[src/rtl/prescaler_pkg.sv]
package prescaler_pkg;
   localparam int NDOM  = 3;
   localparam int SEL_W = 2;
   typedef enum logic [SEL_W-1:0] {
      SEL_CPU  = 2'd0,
      SEL_LP   = 2'd1,
      SEL_BKP  = 2'd2,
      SEL_NONE = 2'd3
   } dom_sel_e;
endpackage

[src/rtl/ps_cfg_regs.sv]
// Pending divider codes with ordering check and sticky error.
module ps_cfg_regs
   import prescaler_pkg::*;
#(
   parameter int CODE_W = 3
) (
   input  logic                           clk,
   input  logic                           rst_n,
   input  logic                           wr_en,
   input  logic [SEL_W-1:0]               wr_sel,
   input  logic [CODE_W-1:0]              wr_code,
   output logic [NDOM-1:0][CODE_W-1:0]    pend,
   output logic                           err
);
   logic [NDOM-1:0][CODE_W-1:0] cand;
   logic                        hit;
   logic                        ordered;
   logic                        bad;

   always_comb begin
      cand = pend;
      hit  = 1'b0;
      for (int i = 0; i < NDOM; i++) begin
         if (wr_sel == SEL_W'(i)) begin
            cand[i] = wr_code;
            hit     = wr_en;
         end
      end
      ordered = 1'b1;
      for (int i = 1; i < NDOM; i++) begin
         if (cand[i] < cand[i-1]) ordered = 1'b0;
      end
      bad = hit && !ordered;
   end

   always_ff @(posedge clk or negedge rst_n) begin
      if (!rst_n) begin
         pend <= '0;
         err  <= 1'b0;
      end else begin
         if (hit && ordered) pend <= cand;
         if (bad)            err  <= 1'b1;
      end
   end

   generate
      for (genvar g = 1; g < NDOM; g++) begin : g_ord
         a_r3_pend_ordered: assert property (@(posedge clk) disable iff (!rst_n)
            pend[g] >= pend[g-1]);
      end
   endgenerate

   a_r3_reject_keeps: assert property (@(posedge clk) disable iff (!rst_n)
      bad |=> $stable(pend));
   a_r4_err_sticky: assert property (@(posedge clk) disable iff (!rst_n)
      err |=> err);
   a_r5_idle_sel: assert property (@(posedge clk) disable iff (!rst_n)
      (wr_en && wr_sel == SEL_NONE) |=> ($stable(pend) && $stable(err)));
endmodule

[src/rtl/ps_align_counter.sv]
// Shared phase counter; restarts and loads pending codes at the backup wrap.
module ps_align_counter
   import prescaler_pkg::*;
#(
   parameter int CODE_W = 3,
   localparam int CNT_W = (1 << CODE_W) - 1
) (
   input  logic                           clk,
   input  logic                           rst_n,
   input  logic [NDOM-1:0][CODE_W-1:0]    pend,
   output logic [NDOM-1:0][CODE_W-1:0]    act,
   output logic [CNT_W-1:0]               cnt,
   output logic                           wrap
);
   logic [CNT_W-1:0] slow_mask;

   assign slow_mask = ~({CNT_W{1'b1}} << act[NDOM-1]);
   assign wrap      = (cnt == slow_mask);

   always_ff @(posedge clk or negedge rst_n) begin
      if (!rst_n) begin
         cnt <= '0;
         act <= '0;
      end else if (wrap) begin
         cnt <= '0;
         act <= pend;
      end else begin
         cnt <= cnt + 1'b1;
      end
   end

   a_r6_load_on_wrap: assert property (@(posedge clk) disable iff (!rst_n)
      !wrap |=> $stable(act));
   a_r9_cnt_bound: assert property (@(posedge clk) disable iff (!rst_n)
      (cnt & ~slow_mask) == '0);
   generate
      for (genvar g = 1; g < NDOM; g++) begin : g_ord
         a_r3_act_ordered: assert property (@(posedge clk) disable iff (!rst_n)
            act[g] >= act[g-1]);
      end
   endgenerate
endmodule

[src/rtl/ps_domain_tap.sv]
// Per-domain strobe and ratio decode from the shared phase counter.
module ps_domain_tap #(
   parameter int CODE_W = 3,
   localparam int CNT_W = (1 << CODE_W) - 1,
   localparam int DIV_W = 1 << CODE_W
) (
   input  logic              clk,
   input  logic              rst_n,
   input  logic [CODE_W-1:0] code,
   input  logic [CNT_W-1:0]  cnt,
   output logic              en,
   output logic [DIV_W-1:0]  div
);
   assign en  = ((cnt & ~({CNT_W{1'b1}} << code)) == '0);
   assign div = DIV_W'(1) << code;

   a_r8_div1_high: assert property (@(posedge clk) disable iff (!rst_n)
      (code == '0) |-> en);
endmodule

[src/rtl/domain_prescaler.sv]
module domain_prescaler
   import prescaler_pkg::*;
#(
   parameter int CODE_W = 3,
   localparam int DIV_W = 1 << CODE_W,
   localparam int CNT_W = (1 << CODE_W) - 1
) (
   input  logic              clk,
   input  logic              rst_n,
   input  logic              wr_en,
   input  logic [SEL_W-1:0]  wr_sel,
   input  logic [CODE_W-1:0] wr_code,
   output logic              cpu_en,
   output logic              lp_en,
   output logic              bkp_en,
   output logic [DIV_W-1:0]  cpu_div,
   output logic [DIV_W-1:0]  lp_div,
   output logic [DIV_W-1:0]  bkp_div,
   output logic              order_err
);
   generate
      if (CODE_W < 1 || CODE_W > 5) begin : g_bad_code_w
         $error("domain_prescaler: CODE_W must lie in 1..5");
      end
   endgenerate

   logic [NDOM-1:0][CODE_W-1:0] pend;
   logic [NDOM-1:0][CODE_W-1:0] act;
   logic [CNT_W-1:0]            cnt;
   logic                        wrap;
   logic [NDOM-1:0]             en_v;
   logic [NDOM-1:0][DIV_W-1:0]  div_v;

   ps_cfg_regs #(.CODE_W(CODE_W)) u_cfg (
      .clk(clk), .rst_n(rst_n), .wr_en(wr_en), .wr_sel(wr_sel),
      .wr_code(wr_code), .pend(pend), .err(order_err)
   );

   ps_align_counter #(.CODE_W(CODE_W)) u_cnt (
      .clk(clk), .rst_n(rst_n), .pend(pend), .act(act), .cnt(cnt), .wrap(wrap)
   );

   generate
      for (genvar g = 0; g < NDOM; g++) begin : g_tap
         ps_domain_tap #(.CODE_W(CODE_W)) u_tap (
            .clk(clk), .rst_n(rst_n), .code(act[g]), .cnt(cnt),
            .en(en_v[g]), .div(div_v[g])
         );
      end
   endgenerate

   assign cpu_en  = en_v[0];
   assign lp_en   = en_v[1];
   assign bkp_en  = en_v[2];
   assign cpu_div = div_v[0];
   assign lp_div  = div_v[1];
   assign bkp_div = div_v[2];

   a_r7_bkp_aligned: assert property (@(posedge clk) disable iff (!rst_n)
      bkp_en |-> (lp_en && cpu_en));
   a_r7_lp_aligned: assert property (@(posedge clk) disable iff (!rst_n)
      lp_en |-> cpu_en);
   a_r6_restart_aligned: assert property (@(posedge clk) disable iff (!rst_n)
      wrap |=> (cpu_en && lp_en && bkp_en));
endmodule

[config.mk]
export PLATFORM = sky130hd
export DESIGN_NAME = domain_prescaler
export DESIGN_NICKNAME = d
export VERILOG_FILES = /design/src/rtl/prescaler_pkg.sv /design/src/rtl/ps_cfg_regs.sv /design/src/rtl/ps_align_counter.sv /design/src/rtl/ps_domain_tap.sv /design/src/rtl/domain_prescaler.sv
export SDC_FILE = /design/constraint.sdc
export NUM_CORES = 1
export LEC_CHECK = 0
export BUFFER_PORTS_ARGS = -buffer_cell sky130_fd_sc_hd__buf_4
export CELL_PAD_IN_SITES_DETAIL_PLACEMENT = 0
export CELL_PAD_IN_SITES_GLOBAL_PLACEMENT = 2
export CORE_MARGIN = 2
export CORE_UTILIZATION = 34
export DETAILED_ROUTE_END_ITERATION = 7
export GPL_TIMING_DRIVEN = 0
export PLACE_DENSITY = 0.87
export SYNTH_ARGS = -nofsm -noshare
export SYNTH_HDL_FRONTEND = slang
export SYNTH_SLANG_ARGS = --single-unit
[constraint.sdc]
create_clock -name clk -period 3.74 [get_ports clk]
set_clock_uncertainty 0.2 [all_clocks]
set_input_delay 0.748 -clock clk [delete_from_list [all_inputs] [get_ports clk]]
set_output_delay 0.748 -clock clk [all_outputs]
set_load 0.005 [all_outputs]
==> impl_metrics.ini <==
[status]
status = completed

[place]
portBuffers = 33
gp_congestion = 0.777
dp_hpwl_um = 2900

[pwr]
switchingPower_mw = 0.644
switching_share_pct = 41.3
power.internal_mw = 0.916
power.share.sequential_pct = 33.1
p_leak_nw = 1.05
pwr-share-clk_pct = 11.9
power_frac_comb_pct = 55.0
p_per_area_mw_per_mm2 = 721
ir_worst_vdd_mv = 0.315

[final_layout]
area_growth_pct = 22.0
num-nets-final = 236
drive_gt1_share_pct = 27.2
antenna_cells = 0

[grt]
grt_max_degree = 27
grt_antenna_before_repair = 0
track_usage_pct = 14.0
grt_pass1_wl_um = 6700
grt_pass1_vias = 1405
grt-ovfl-total = 0

[logic_synthesis]
synthTopCellsByArea = dfrtp_1 37%, ha_1 7.1%, nor3b_1 5.1%
synth_top_cells_by_count = 26 x dfrtp_1, 15 x nor2_1, 12 x inv_1, 12 x nor3b_1, 11 x nand2_1
async_flop_share_pct = 100
synth_seq_area_share_pct = 36.7
ys_ff_latch = 26
syn_inst = 180
yosys_warnings = 0
synth_ff_type = dfrtp_1
synth_fp_nets = 198
netlist_area_sq_mm = 0.00177
syn_area_per_cell_sq_um = 9.85
yosysUniqueCellTypes = 46
yosysMostFrequentCell = dfrtp_1
synth_edf_count = 0
synth_top_area_share_pct = 36.7
synth_top_area_cell = dfrtp_1

[setup_path]
rr_endpoint = u_cnt.act[6]
crit_path_end_kind = primary output
crit_family = simple AND/OR/NAND/NOR gates
max_stage_delay_ps = 450
slowest_stage = dfrtp_1
r2r_start = u_cnt.act[7]
path_depth = 5
required_ps = 2790
worstPathBufferInverterCount = 1
rr_worst_depth = 8
cp.arrival_ps = 2090
path_cells = or3_1 -> ha_1 -> or4_1 -> nor4_1 -> buf_4
critical_path_class = reg2out
rrSetupSlack_ps = 820
crit_path_start_kind = flip-flop
crit_path_max_fanout = 8

[sta]
min_period_ps = 3040
final_max_slew_viol_count = 0
hold_ws_ps = 166
fin_tns_setup_ps = 0
max_slew.worst_pin.slew_ps = 646
final_hold_viol_count = 0
max_slew_margin_pct = 56.6
rsz0062_at_grt = false
setup_violations = 0
fmax_mhz = 329
finalCritPeriodShare_pct = 81.3

[job]
maxCapViolations = 0

[clock_network]
numCtsBuffers = 3
clock_sinks = 26
clkSlewWorstSetupHoldPaths_ps = 90
cts-root-buf = clkbuf_8
cts_tree = yes
cts_resized = 0
cts_buffer_depth = 2
clock_latency_ps = 270
h-tree-depth = 1
post-cts-setup-buffers = 0
ctsHoldBuffers = 0

[die]
num_rows = 26
ios = 36
dieArea_sq_mm = 0.00581
core_sq_mm = 0.00507
start_util_pct = 34.9
die_h_um = 76.2
die_w_um = 76.2

[route]
ant_nets = 0
drt-initial-drc-count = 60
viasPerCell = 5.05
drc = 0
routed_wl_um = 3880
vias = 1448
wl_per_cell_um = 13.5
dr.pass1.iters = 4

[worst_hold_path]
hold_class = in2async
-- routing by layer --
| metal | up-vias | global-route usage [%] | routed length, um |
|---|---|---|---|
| met1 | 701 | 18.3 | 1920 |
| met3 | 2 | 3.08 | 143 |
| li1 | 718 | - | - |
| met2 | 27 | 24.4 | 1800 |
| met4 | 0 | 1.64 | 10 |
| met5 | - | 0 | 0 |
-- cell families after synthesis --
logic type / share of synthesized area (%)
adder cells (fa/ha/maj): 7.06
flip-flops: 36.7
AO/OA/AOI/OAI: 11.7
buffers and inverters: 5.36
AND/OR/NAND/NOR: 24.5
XOR/XNOR: 2.47
multiplexers: 12.2
-- cells in the final DEF (no fill, tap or decap), drive strengths merged, types with 3 or more instances in the layout --
| cell type | count |
|---|---|
| dfrtp | 26 |
| nor3 | 5 |
| nand3 | 3 |
| nor2 | 16 |
| nand2 | 11 |
| inv | 12 |
| xnor2 | 3 |
| mux2i | 4 |
| nor3b | 12 |
| ha | 10 |
| and3 | 7 |
| nor2b | 3 |
| a21oi | 4 |
| mux2 | 15 |
| buf | 36 |
| nor4 | 3 |
| o21ai | 8 |
| clkbuf | 10 |
-- power by group through the flow --
stage | clock network, mW | registers, mW | logic, mW
4_1_cts | 0.189 | 0.515 | 0.868
2_1_floorplan | 0 | 0.476 | 0.611
3_5_place_dp | 0 | 0.520 | 0.865
5_1_grt | 0.202 | 0.538 | 0.966
3_3_place_gp | 0 | 0.521 | 0.858
6_report | 0.185 | 0.516 | 0.858
-- worst max path at each step --
stage,from,to,slack (ps)
after global routing,u_cnt.act[8],bkp_en,520
after detailed placement,wr_sel[1],u_cfg.pend[7],670
after global placement,wr_sel[1],u_cfg.pend[7],650
after CTS,u_cnt.act[6],bkp_en,670
final,u_cnt.act[6],bkp_en,700
after floorplan,wr_sel[1],u_cfg.pend[3],850
-- flip-flops by register name, indices dropped and copies added (netlist names) --
name	count
u_cfg.err	1
u_cfg.pend	9
u_cnt.act	9
u_cnt.cnt	7
-- through the flow --
step                utilization, %  total power [mW]  cell area [sq um]  worst slack (ps)  std cells
floorplan                        -              1.09               1770               852        180
global route                  42.6              1.71               2160               519        287
finish                        42.6              1.56               2160               698        287
detailed placement            41.5              1.39               2110               668        283
global placement              41.5              1.38               2110               649        283
CTS                           42.6              1.57               2160               675        287
-- area by class of cell --
cell class                      count  area [sq um]
Buffer                              9          50.0
Clock buffer                        4          55.1
Fill cell                         515          2910
Inverter                           12          45.0
Multi-Input combinational cell    133          1030
Sequential cell                    26           651
Tap cell                           70          87.6
Timing Repair Buffer               33           248
No activity file was read; power rests on OpenSTA's default activity.
